**src/rtl/itmr_pkg.sv**
```systemverilog
package itmr_pkg;
  parameter int unsigned ITMR_RELOAD_W = 16;

  typedef enum logic [1:0] {
    IRQ_HOLD  = 2'd0,
    IRQ_CLEAR = 2'd1,
    IRQ_SET   = 2'd2
  } irq_act_e;
endpackage

```
**src/rtl/itmr_period_cnt.sv**
```systemverilog
module itmr_period_cnt #(
  parameter int unsigned RELOAD_W = itmr_pkg::ITMR_RELOAD_W
) (
  input  logic                clk,
  input  logic                rst,
  input  logic                tick_i,
  input  logic                load_i,
  input  logic [RELOAD_W-1:0] load_val_i,
  output logic                expire_o
);
  logic [RELOAD_W-1:0] reload_q;
  logic [RELOAD_W-1:0] cnt_q;
  logic                at_end;

  assign at_end   = (cnt_q == reload_q);
  assign expire_o = tick_i && !load_i && at_end;

  always_ff @(posedge clk) begin
    if (rst) begin
      reload_q <= '0;
      cnt_q    <= '0;
    end else if (load_i) begin
      reload_q <= load_val_i;
      cnt_q    <= '0;
    end else if (tick_i) begin
      if (at_end) cnt_q <= '0;
      else        cnt_q <= cnt_q + 1'b1;
    end
  end


  cnt_in_range_chk: assert property (@(posedge clk) disable iff (rst)
    cnt_q <= reload_q);


  load_restart_chk: assert property (@(posedge clk) disable iff (rst)
    load_i |=> (cnt_q == '0));


  idle_stable_chk: assert property (@(posedge clk) disable iff (rst)
    (!tick_i && !load_i) |=> $stable(cnt_q));
endmodule

```
**src/rtl/itmr_irq_flag.sv**
```systemverilog
module itmr_irq_flag
  import itmr_pkg::*;
(
  input  logic     clk,
  input  logic     rst,
  input  irq_act_e act_i,
  output logic     irq_o
);
  logic irq_q;

  always_ff @(posedge clk) begin
    if (rst) begin
      irq_q <= 1'b0;
    end else begin
      case (act_i)
        IRQ_SET:   irq_q <= 1'b1;
        IRQ_CLEAR: irq_q <= 1'b0;
        default:   irq_q <= irq_q;
      endcase
    end
  end

  assign irq_o = irq_q;


  set_raises_chk: assert property (@(posedge clk) disable iff (rst)
    (act_i == IRQ_SET) |=> irq_q);


  clear_lowers_chk: assert property (@(posedge clk) disable iff (rst)
    (act_i == IRQ_CLEAR) |=> !irq_q);


  hold_keeps_chk: assert property (@(posedge clk) disable iff (rst)
    (act_i == IRQ_HOLD) |=> $stable(irq_q));
endmodule

```
**src/rtl/itmr_interval_timer.sv**
```systemverilog
module itmr_interval_timer
  import itmr_pkg::*;
#(
  parameter int unsigned RELOAD_W = ITMR_RELOAD_W
) (
  input  logic                clk,
  input  logic                rst,
  input  logic                tick_ms_i,
  input  logic                reload_wr_i,
  input  logic [RELOAD_W-1:0] reload_data_i,
  input  logic                count_rd_i,
  output logic [RELOAD_W-1:0] count_data_o,
  output logic                irq_o
);
  logic     expire;
  irq_act_e act;
  logic [RELOAD_W-1:0] rdata_q;

  itmr_period_cnt #(.RELOAD_W(RELOAD_W)) u_cnt (
    .clk        (clk),
    .rst        (rst),
    .tick_i     (tick_ms_i),
    .load_i     (reload_wr_i),
    .load_val_i (reload_data_i),
    .expire_o   (expire)
  );

  // Priority: reload write, then expiry, then acknowledge.
  always_comb begin
    if (reload_wr_i)     act = IRQ_CLEAR;
    else if (expire)     act = IRQ_SET;
    else if (count_rd_i) act = IRQ_CLEAR;
    else                 act = IRQ_HOLD;
  end

  itmr_irq_flag u_irq (
    .clk   (clk),
    .rst   (rst),
    .act_i (act),
    .irq_o (irq_o)
  );

  // The count register has no live value; a read always returns zero.
  always_ff @(posedge clk) begin
    if (rst || count_rd_i) rdata_q <= '0;
  end
  assign count_data_o = rdata_q;


  wr_clears_irq_chk: assert property (@(posedge clk) disable iff (rst)
    reload_wr_i |=> !irq_o);


  ack_clears_irq_chk: assert property (@(posedge clk) disable iff (rst)
    (count_rd_i && !reload_wr_i && !tick_ms_i) |=> !irq_o);


  read_zero_chk: assert property (@(posedge clk) disable iff (rst)
    count_rd_i |=> (count_data_o == '0));
endmodule

```
**config.mk**
```make
export PLATFORM = sky130hd
export DESIGN_NAME = itmr_interval_timer
export DESIGN_NICKNAME = d
export VERILOG_FILES = /design/src/rtl/itmr_pkg.sv /design/src/rtl/itmr_period_cnt.sv /design/src/rtl/itmr_irq_flag.sv /design/src/rtl/itmr_interval_timer.sv
export SDC_FILE = /design/constraint.sdc
export NUM_CORES = 1
export LEC_CHECK = 0
export ABC_AREA = 1
export ABC_CLOCK_PERIOD_IN_PS = 3400
export BUFFER_PORTS_ARGS = -buffer_cell sky130_fd_sc_hd__buf_2
export CORE_MARGIN = 1
export CORE_UTILIZATION = 59
export CTS_BUF_LIST = sky130_fd_sc_hd__clkbuf_2 sky130_fd_sc_hd__clkbuf_4 sky130_fd_sc_hd__clkbuf_8
export DETAILED_ROUTE_END_ITERATION = 7
export GPL_ROUTABILITY_DRIVEN = 0
export PLACE_DENSITY_LB_ADDON = 0.12
export SLEW_MARGIN = 40
export SYNTH_ARGS = -nofsm -noshare
export SYNTH_HDL_FRONTEND = slang
export SYNTH_SLANG_ARGS = --single-unit
```
**constraint.sdc**
```tcl
create_clock -name clk -period 3.4 [get_ports clk]
set_input_delay 0.34 -clock clk [delete_from_list [all_inputs] [get_ports clk]]
set_output_delay 0.34 -clock clk [all_outputs]
set_load 0.01 [all_outputs]
```
* After elaboration in Yosys (flattened, before gate mapping)
Cells that the tools add are included.
Operators by class: $add $sub $neg 1, eq/ne operators 3, multiplexer cells 5, reductions and logical operators 5
Operators with widths (count):
- $add A16 B1 Y16 const B | 1
- $eq A16 B16 Y1 | 1
- $mux W16 | 1
- $mux W2 | 2
- $eq A2 B1 Y1 const B | 1
- $eq A2 B2 Y1 const B | 1
- $logic_and A1 B1 Y1 | 2
- $pmux W1 S2 | 1
- $reduce_bool A2 Y1 | 1
- $reduce_or A2 Y1 | 1
- $logic_not A1 Y1 | 1
- $mux W1 | 1
Word-level totals: bits in registers 33, input port bits 21, output and inout bits 17, logic and storage cells 17

* Depth between registers and ports, before layout
depth after elaboration 7, gate-level depth with buffers 13, mapped depth without buffers 13

* Cells and area by module
Synthesis repeated with hierarchy kept, for this count alone.
Unflattened totals: cell total of the unflattened synthesis 279, area, all modules 1886.8 um^2
Modules (own cells, without submodules):
- itmr_period_cnt | times used 1, cells an instance 248, area each 1685.4 um^2, sequential area each 640.6 um^2
- itmr_interval_timer | times used 1, cells an instance 22, area each 142.6 um^2, sequential area each 0.0 um^2
- itmr_irq_flag | times used 1, cells an instance 9, area each 58.8 um^2, sequential area each 20.0 um^2

* Worst setup path after synthesis
Ideal clock, no wire load.
kind register to register, start register u_cnt.cnt_q[0], end register u_irq.irq_q, in the netlist u_irq.irq_o, library setup time 128 ps, data arrival time 1358 ps, data required time 3272 ps, slack 1914 ps, stages on the path, launching flop included 12, buffers on the path 0, period minus slack after synthesis 1486 ps, path through dfxtp_1 inv_1 nand2_1 nand2_1 nor2_1 nand2_1 nor2_2 nand4_1 ha_1 nor2_1 a21oi_1 nor2_1
Between the ends: longest elaborated chain between the ends 6, elaborated cells between the ends (all ways) 8, classes of those cells 3 x eq/ne; 3 x mux; 2 x reduce/logical
Ends and longest elaborated chain:
- start, declared | line itmr_period_cnt.sv:12 | logic [RELOAD_W-1:0] cnt_q;
- start signal, assigned | line itmr_period_cnt.sv:27 | else cnt_q <= cnt_q + 1'b1;
- $eq A16 B16 Y1 * | line itmr_period_cnt.sv:15 | assign at_end = (cnt_q == reload_q);
- $logic_and A1 B1 Y1 * | line itmr_period_cnt.sv:16 | assign expire_o = tick_i && !load_i && at_end;
- $mux W2 * | line itmr_interval_timer.sv:31 | else if (expire) act = IRQ_SET;
- $mux W2 * | line itmr_interval_timer.sv:30 | if (reload_wr_i) act = IRQ_CLEAR;
- $eq A2 B1 Y1 or $eq A2 B2 Y1 (tied branches) | line itmr_irq_flag.sv:15 | case (act_i)
- $pmux W1 S2 or $reduce_bool A2 Y1 (tied branches)
- end signal, assigned | line itmr_irq_flag.sv:18 | default: irq_q <= irq_q;
- end, declared | line itmr_irq_flag.sv:9 | logic irq_q;
Every way passes the cells marked *; elsewhere a longest branch is shown, timed or not. A chain may end at the register's enable or synchronous reset.

* Final worst setup path
start register u_cnt.cnt_q[12], end register u_irq.irq_q, in the netlist u_irq.irq_o
The elaborated chain is that of the path after synthesis.

==> results.py <==
metrics = {
    "critical_path": {
        "worst_setup_path_end_kind": "register",
        "cp.required_ns": 3.62,
        "r2r_cells": 12,
        "r2r-start": "u_cnt.cnt_q[12]$_SDFFE_PP0P_",
        "arrival_ns": 1.91,
        "rr_endpoint": "u_irq.irq_o$_SDFFE_PP0P_",
        "critPathLaunch": "u_cnt.cnt_q[12]$_SDFFE_PP0P_",
        "reg2reg_slack_ns": 1.71,
        "worstSetupPathType": "reg -> reg",
        "critPathMaxFanout": 4,
        "cp-start-kind": "register",
    },
    "cells_and_area": {
        "fin_area_um2": 2090,
        "drive_gt1_share_pct": 15.7,
        "nNetsFinal": 346,
        "final_common_cell": "nand2_1",
        "final_cell_mix": "91 x nand2_1, 50 x nor2_1, 37 x inv_1",
        "syn_to_final_growth_pct": 5.97,
        "diodes": 0,
    },
    "clock_tree": {
        "clk-insertion-delay-late_ns": 0.34,
        "clkTransAtPathRegs_ns": 0.11,
        "cts_made_buffers": 5,
        "post_cts_buffers": 0,
        "cts_resized": 0,
        "h-tree-depth": 2,
        "cts-root-buf": "clkbuf_4",
        "clock-sinks": 33,
        "cts_hold_buf": 0,
        "cts_max_path_buffers": 2,
        "cts_tree": "built",
    },
    "power_and_ir_drop": {
        "irDropWorstVdd_uv": 273,
        "powerDensity_nw_per_um2": 368,
        "power_leakage_nw": 1.00,
    },
    "synth": {
        "netlist_area_um2": 1970,
        "ys_seq_elements": 33,
        "ys_types": 26,
        "yosysWarnings": 0,
        "yosysSeqAreaShare_pct": 33.5,
        "syn_avg_cell_area_um2": 6.52,
        "postSynthCellCount": 302,
    },
    "worst_hold_path": {
        "holdPathEnd": "u_cnt.reload_q[10]$_SDFFE_PP0P_",
        "min_path_type": "in -> reg",
        "whs_path_depth": 3,
        "holdCritStartpoint": "reload_data_i[10]",
    },
    "detailed_routing": {
        "vias_per_cell": 4.72,
        "dr_total_vias": 1738,
        "drt_iter0_markers": 99,
        "first_pass_iters": 4,
        "drcViolationCount": 0,
        "drtAntennaViolNets": 0,
        "drt_wl_total_mm": 3.95,
        "wl_per_cell_um": 10.7,
    },
    "grt": {
        "grt_max_degree": 31,
        "antenna_found_initial": 0,
        "grt_pass1_vias": 1598,
        "grt_pass1_wl_mm": 6.71,
        "grt_use_total_pct": 25.9,
        "grt.overflow.total": 0,
    },
    "floorplanning": {
        "start_util_pct": 63.5,
        "placement_rows": 20,
        "ioPinCount": 38,
        "dieArea_um2": 3570,
        "core_um2": 3100,
        "die_h_um": 59.8,
        "die_x_um": 59.8,
    },
    "sta": {
        "clock_skew_ns": 0.0135,
        "rsz0062_at_grt": "no",
        "drv_slew": 0,
        "period_share_pct": 49.7,
        "fin_setup_tns_ns": 0,
        "fmaxAchievable_mhz": 592,
        "hold_viol": 0,
        "period_needed_ns": 1.69,
        "finalSetupViolCount": 0,
        "holdWs_ns": 0.241,
    },
    "job": {
        "max_cap_violations": 0,
    },
    "status": {
        "status": "finished, final reports clean",
    },
    "placement": {
        "post_dp_cell_area_um2": 2020,
        "place_hpwl_mm": 3.08,
        "port-buffer-count": 21,
    },
}
Yosys cell counts:
library cell	n	area, µm²
nand2_1	91	342
nor2_1	50	188
inv_1	37	139
dfxtp_1	33	661
buf_4	17	128
a211oi_1	14	105
nor2_2	11	68.8
nand3_1	8	40.0
xor2_1	7	61.3
o21ai_0	5	25.0
clkbuf_1	4	15.0
inv_2	4	15.0
a21oi_1	3	15.0
nand4_1	3	18.8
ha_1	2	25.0
nor3_2	2	20.0
xnor2_1	2	17.5
buf_12	1	20.0
clkbuf_8	1	13.8
conb_1	1	3.75
nand2_2	1	6.26
nand2_4	1	11.3
nand3_2	1	10.0
nand3b_1	1	7.51
o31ai_1	1	7.51
or2_2	1	6.26
registers in the layout, indices dropped and copies added, names as in the netlist:
| register | flops |
|---|---|
| u_irq.irq_o | 1 |
| u_cnt.cnt_q | 16 |
| u_cnt.reload_q | 16 |
per-layer routing:
layer	share of wire, %	GRT usage (%)
met5	0	0
met4	2.3	12.3
met3	3.7	5.84
met2	48	44.0
met1	46	30.8
report_power, final:
| group | switching, mW | total (mW) | leakage, nW | internal, mW |
|---|---|---|---|---|
| logic | 0.0680 | 0.107 | 0.691 | 0.0387 |
| registers | 0.00902 | 0.410 | 0.270 | 0.401 |
| clock network | 0.131 | 0.251 | 0.0413 | 0.120 |
logic make-up after synthesis:
| kind of cell | Yosys count | synth area share (%) |
|---|---|---|
| AOI/OAI and AO/OA | 23 | 7.75 |
| and+or+nand+nor | 170 | 36.5 |
| DFF | 33 | 33.5 |
| adders and majority gates | 2 | 1.27 |
| buffers and inverters | 64 | 16.8 |
| xor gates and xnor gates | 9 | 4.00 |
| other | 1 | 0.190 |
worst max path at each step:
| stage | slack, ns | endpoint |
|---|---|---|
| 2_1_floorplan | 1.91 | u_irq.irq_o$_SDFFE_PP0P_ |
| 3_3_place_gp | 1.73 | u_irq.irq_o$_SDFFE_PP0P_ |
| 3_5_place_dp | 1.72 | u_irq.irq_o$_SDFFE_PP0P_ |
| 4_1_cts | 1.70 | u_irq.irq_o$_SDFFE_PP0P_ |
| 5_1_grt | 1.48 | u_irq.irq_o$_SDFFE_PP0P_ |
| 6_report | 1.71 | u_irq.irq_o$_SDFFE_PP0P_ |
through the flow:
| step | setup slack, ns | instances | power [mW] | util, % |
|---|---|---|---|---|
| 2_1_floorplan | 1.91 | 317 | 0.514 | - |
| 3_3_place_gp | 1.73 | 360 | 0.524 | 65.0 |
| 3_5_place_dp | 1.72 | 360 | 0.526 | 65.0 |
| 4_1_cts | 1.70 | 368 | 0.777 | 67.3 |
| 5_1_grt | 1.48 | 368 | 0.812 | 67.3 |
| 6_report | 1.71 | 368 | 0.768 | 67.3 |
cell type report:
class                           count  area [µm²]
Sequential cell                    33         661
Multi-Input combinational cell    220        1030
Clock buffer                        7        65.1
Tap cell                           44        55.1
Fill cell                         300        1020
Timing Repair Buffer               22         113
Inverter                           41         154
Clock inverter                      1        5.00
worst max-delay path, cell delays in order (launching register included):
cell and delay, ns:
dfxtp_1 0.41, inv_1 0.10, nand2_1 0.08, nand2_1 0.05, nor2_1 0.10, nand2_1 0.07
nor2_1 0.10, nand3_1 0.07, nand2_1 0.06, inv_1 0.04, ha_1 0.30, a21oi_1 0.15
nor2_1 0.05
Power figures use the tool's default switching activity.
